File: src/rtl/wps_pkg.sv
package wps_pkg;
  typedef enum logic [1:0] {
    MODE_RANDOM  = 2'b00,
    MODE_EQUAL   = 2'b01,
    MODE_PATTERN = 2'b10,
    MODE_PAT_ALT = 2'b11
  } wps_mode_e;

  // Pattern comparison applies whenever the upper mode bit is set.
  function automatic logic is_pattern_mode(input logic [1:0] m);
    return m[1];
  endfunction
endpackage

File: src/rtl/wps_shifter.sv
module wps_shifter #(
  parameter int PAT_W = 16
) (
  input  logic             clk,
  input  logic             rst_n,
  input  logic             clear,
  input  logic             shift,
  input  logic             din,
  output logic [PAT_W-1:0] shreg,
  output logic             full
);
  localparam int FILL_W = $clog2(PAT_W + 1);

  logic [FILL_W-1:0] fill_q;

  // Saturating fill step: stops at the register depth.
  function automatic logic [FILL_W-1:0] fill_step(input logic [FILL_W-1:0] f);
    if (f == FILL_W'(PAT_W)) return f;
    return f + FILL_W'(1);
  endfunction

  // Flop chain, one stage per chip position.
  genvar gi;
  generate
    for (gi = 0; gi < PAT_W; gi++) begin : g_stage
      logic src;
      if (gi == 0) begin : g_head
        assign src = din;
      end else begin : g_body
        assign src = shreg[gi-1];
      end
      always_ff @(posedge clk or negedge rst_n) begin
        if (!rst_n)     shreg[gi] <= 1'b0;
        else if (clear) shreg[gi] <= 1'b0;
        else if (shift) shreg[gi] <= src;
      end
    end
  endgenerate

  always_ff @(posedge clk or negedge rst_n) begin
    if (!rst_n)     fill_q <= '0;
    else if (clear) fill_q <= '0;
    else if (shift) fill_q <= fill_step(fill_q);
  end

  assign full = (fill_q == FILL_W'(PAT_W));
endmodule

File: src/rtl/wps_window.sv
module wps_window #(
  parameter int CNT_W = 7
) (
  input  logic             clk,
  input  logic             rst_n,
  input  logic             clear,
  input  logic             step,
  input  logic [CNT_W-1:0] budget,
  output logic             last,
  output logic             zero_budget
);
  logic [CNT_W-1:0] count_q;

  function automatic logic [CNT_W-1:0] count_next(input logic [CNT_W-1:0] c);
    return c + CNT_W'(1);
  endfunction

  always_ff @(posedge clk or negedge rst_n) begin
    if (!rst_n)     count_q <= '0;
    else if (clear) count_q <= '0;
    else if (step)  count_q <= count_next(count_q);
  end

  // The chip being taken now is the one that meets the budget.
  assign last        = step && (count_next(count_q) == budget);
  assign zero_budget = (budget == '0);
endmodule

File: src/rtl/wps_ctrl.sv
module wps_ctrl (
  input  logic clk,
  input  logic rst_n,
  input  logic sync,
  input  logic chip_vld,
  input  logic pat_mode,
  input  logic zero_budget,
  input  logic cmp_ready,
  input  logic pat_eq,
  input  logic win_last,
  output logic armed,
  output logic chip_evt,
  output logic wake_pulse,
  output logic win_expired
);
  logic pat_hit, wake_set, exp_set, armed_n, expired_n;

  assign chip_evt = chip_vld && armed && !sync;
  assign pat_hit  = cmp_ready && pat_eq;

  always_comb begin
    if (sync) begin
      wake_set  = zero_budget && !pat_mode;
      exp_set   = zero_budget && pat_mode;
      armed_n   = !zero_budget;
      expired_n = exp_set;
    end else begin
      wake_set  = chip_evt && (pat_mode ? pat_hit : win_last);
      exp_set   = chip_evt && pat_mode && !pat_hit && win_last;
      armed_n   = armed && !wake_set && !exp_set;
      expired_n = win_expired || exp_set;
    end
  end

  always_ff @(posedge clk or negedge rst_n) begin
    if (!rst_n) begin
      armed       <= 1'b0;
      wake_pulse  <= 1'b0;
      win_expired <= 1'b0;
    end else begin
      armed       <= armed_n;
      wake_pulse  <= wake_set;
      win_expired <= expired_n;
    end
  end
endmodule

File: src/rtl/wake_pattern_scan.sv
module wake_pattern_scan
  import wps_pkg::*;
#(
  parameter int PAT_W = 16,
  parameter int CNT_W = 7
) (
  input  logic               clk,
  input  logic               rst_n,
  input  logic               chip_vld,
  input  logic               chip_bit,
  input  logic               sym_sync,
  input  logic [PAT_W/2-1:0] pat_hi,
  input  logic [PAT_W/2-1:0] pat_lo,
  input  logic [CNT_W-1:0]   win_cnt,
  input  logic [1:0]         mode,
  output logic               wake_pulse,
  output logic               win_expired
);
  logic [PAT_W-1:0] shreg;
  logic [PAT_W-1:0] pattern;
  logic             pat_mode, cmp_ready, pat_eq, win_last, zero_budget;
  logic             armed, chip_evt;

  assign pattern  = {pat_hi, pat_lo};
  assign pat_mode = is_pattern_mode(mode);
  assign pat_eq   = (shreg == pattern);

  wps_shifter #(.PAT_W(PAT_W)) u_shift (
    .clk   (clk),
    .rst_n (rst_n),
    .clear (sym_sync),
    .shift (chip_evt),
    .din   (chip_bit),
    .shreg (shreg),
    .full  (cmp_ready)
  );

  wps_window #(.CNT_W(CNT_W)) u_win (
    .clk         (clk),
    .rst_n       (rst_n),
    .clear       (sym_sync),
    .step        (chip_evt),
    .budget      (win_cnt),
    .last        (win_last),
    .zero_budget (zero_budget)
  );

  wps_ctrl u_ctrl (
    .clk         (clk),
    .rst_n       (rst_n),
    .sync        (sym_sync),
    .chip_vld    (chip_vld),
    .pat_mode    (pat_mode),
    .zero_budget (zero_budget),
    .cmp_ready   (cmp_ready),
    .pat_eq      (pat_eq),
    .win_last    (win_last),
    .armed       (armed),
    .chip_evt    (chip_evt),
    .wake_pulse  (wake_pulse),
    .win_expired (win_expired)
  );
endmodule

File: config.mk
export PLATFORM = sky130hd
export DESIGN_NAME = wake_pattern_scan
export DESIGN_NICKNAME = d
export VERILOG_FILES = /design/src/rtl/wps_pkg.sv /design/src/rtl/wps_shifter.sv /design/src/rtl/wps_window.sv /design/src/rtl/wps_ctrl.sv /design/src/rtl/wake_pattern_scan.sv
export SDC_FILE = /design/constraint.sdc
export NUM_CORES = 1
export LEC_CHECK = 0
export ABC_AREA = 0
export BUFFER_PORTS_ARGS = -buffer_cell sky130_fd_sc_hd__buf_2
export CORE_MARGIN = 2
export CORE_UTILIZATION = 56
export DETAILED_ROUTE_END_ITERATION = 12
export HOLD_SLACK_MARGIN = 0.05
export PLACE_DENSITY_LB_ADDON = 0.05
export SLEW_MARGIN = 20
export SYNTH_ARGS = -nofsm -noshare
export SYNTH_HDL_FRONTEND = slang
export SYNTH_HIERARCHICAL = 1
export SYNTH_SLANG_ARGS = --single-unit
File: constraint.sdc
create_clock -name clk -period 2.68 [get_ports clk]
set_input_delay 0.402 -clock clk [delete_from_list [all_inputs] [get_ports clk]]
set_output_delay 0.402 -clock clk [all_outputs]
set_load 0.02 [all_outputs]
==> impl_results.md <==
* TritonCTS Sinks at 31
* Detailed Place HPWL at 2.44 mm
* Fmax at 403 MHz
* Die W at 62.2 um
* Vias per inst at 5.39
* Req. time, crit path at 2.86 ns
* Worst-margin pin slew at 0.664 ns
* Leak at 0.000903 uW
* VDD IR max at 0.000315 V
* DR vias at 1,370
* Setup-failing EPs final at 0
* Routed len/inst at 13.3 um
* CTS resizes at 0
* Crit start category: flop
* H-Tree Depth at 2
* First-pass GRT wire length at 5.91 mm
* CTS max path bufs at 2
* Status: complete, no violations
* Vias in the first global route at 1,285
* Fin Setup TNS at 0 ns
* YS warnings at 6
* Max Cap Viol at 0
* Mapped Area at 1900 um2
* Layout net count at 240
* Synthesized flop and latch total at 31
* Final WL at 3.38 mm
* Avg Synthesized Cell Area at 10.1 um2
* Postcts setup bufs at 0
* CTS Hold Bufs at 0
* Initial Util at 0.577
* # diodes at 0
* Pre-Repair DR Iteration Count at 4
* Largest net degree at the start of global routing at 37
* Post-synth EDFFs at 0
* Post-synthesis sequential area ratio at 0.409
* Port bufs at 30
* CTS root buf: clkbuf_4
* Slew Viols, Final at 0
* Tcrit/Tclk final at 0.926
* Total track usage at 0.191
* Layout Skew at 0.00451 ns
* Initial antenna violation count at 0
* Max-slew headroom at 0.554
* Fin Hold WS at 0.0956 ns
* FP Rows at 21
* Fin crit period at 2.48 ns
* CTS tree: yes
* Core area at 3280 um2
* Net Count, Synth at 220
* Share of cells above drive strength 1 at 0.255
* Critical path fanouts, max at 5
* Worst skew pair latency at 0.33 ns
* Critical Path End Type: flop
* Syn Inst Count at 187
* HP Class: input port to asynchronous set/reset pin
* Pwr Density at 466 nW/um2
* Die area at 3870 um2
* Clock transition at path regs at 0.09 ns
* Synth Flop Type: dfrtp_1
* Initial DRC count at 56
* RSZ-0062 raised after global routing: no
* Hold Fails Final Rpt at 0
* Congestion Overflow GR at 0
* DRC at 0
* Crit path DAT at 2.67 ns
* Placer Congestion at 0.813
* Routed Antenna Nets at 0
* Area growth, synth to finish at 9.44%
* Num ports at 32
* Die height at 62.2 um
* Worst setup path class: flop to flop
* Post-synth ARST share at 1.00
* Inserted Clock Buffers at 5
* Post-synth cell types at 41
sequential cells by signal, indices dropped and copies added, names as in the netlist:
name,flops
u_shift/g_stage.src,15
u_ctrl/wake_pulse,1
u_ctrl/win_expired,1
u_ctrl/armed,1
u_shift/fill_q,5
u_win/count_q,7
u_shift/shreg,1
path summary, 6_finish.rpt:
kind | start | to | slack, ns | cells past startpoint
max in group asynchronous | rst_n | u_shift/fill_q[2]$_DFFE_PN0P_ | 2.16 | 1
min in group clk | mode[1] | u_ctrl/wake_pulse$_DFF_PN0_ | 0.31 | 2
max reg2reg | u_win/count_q[0]$_DFFE_PN0P_ | u_ctrl/armed$_DFF_PN0_ | 0.20 | 8
max | u_win/count_q[0]$_DFFE_PN0P_ | u_ctrl/armed$_DFF_PN0_ | 0.20 | 8
min reg2reg | u_ctrl/win_expired$_DFF_PN0_ | u_ctrl/win_expired$_DFF_PN0_ | 0.52 | 2
min | rst_n | u_win/count_q[2]$_DFFE_PN0P_ | 0.1 | 1
cell usage in the layout (no fill, tap or decap), types with 2 or more instances in the layout:
cell,instances
clkbuf_4,5
ha_1,3
a21oi_1,2
nor2_1,28
xor2_1,10
buf_4,3
nand4_1,10
o21ai_0,2
nand2_1,7
buf_2,30
nand2b_1,2
inv_1,2
nand3_1,5
xnor2_1,20
mux2i_1,19
dfrtp_1,31
or3_1,2
Yosys cell counts, types with 3 or more instances:
cell,n,area [um2]
dfrtp_1,31,776
buf_4,16,120
nand2_1,7,26.3
xor2_1,10,87.6
ha_1,3,37.5
nand4_1,10,62.6
nor2_1,28,105
mux2i_1,19,190
xnor2_1,20,175
nand3_1,5,25.0
report_power, final:
| group | total [uW] | switching [uW] | internal, uW |
|---|---|---|---|
| Clock | 384 | 164 | 220 |
| Sequential | 479 | 6.42 | 472 |
| Combinational | 104 | 55.6 | 48.3 |
area by class of cell:
class,instances,area [um2]
clock buffer,6,51.3
clock inverter,2,35.0
fill,285,1210
inverter,2,7.51
multi-input combinational,134,975
sequential,31,776
tap,46,57.6
timing repair buffer,33,173
routing by layer:
metal,global-route usage,up-vias,routed length [um]
li1,-,672,-
met1,0.248,669,1570
met2,0.318,24,1630
met4,0.0500,0,40
met5,0,-,0
met3,0.0525,5,133
cells by family (layout without fill, tap and decap cells):
group / Yosys count / count (layout) / share of synthesized area
muxes: 20 / 20 / 0.106
AOI/OAI and AO/OA: 11 / 11 / 0.0442
and+or+nand+nor: 70 / 70 / 0.205
buffers and inverters: 22 / 43 / 0.0766
xor gates and xnor gates: 30 / 30 / 0.139
DFF: 31 / 31 / 0.409
adders and majority gates: 3 / 3 / 0.0198
critical path, cell delays in order, from the launching register on:
cell       delay, ns
dfrtp_1         0.46
ha_1            0.27
or4bb_2         0.62
o2111ai_1       0.10
o21ai_0         0.13
a2111oi_2       0.42
a31oi_1         0.07
nor3b_1         0.20
a211oi_1        0.07
stage by stage:
step	util	instances	instance area, um2	power (uW)	setup slack [ns]
after CTS	0.632	254	2070	982	0.186
final	0.632	254	2070	967	0.197
after floorplan	-	187	1900	546	0.315
after global placement	0.605	246	1990	589	0.225
after global routing	0.632	254	2070	1010	0.0235
after detailed placement	0.605	246	1990	593	0.207
Power figures use the tool's default switching activity.
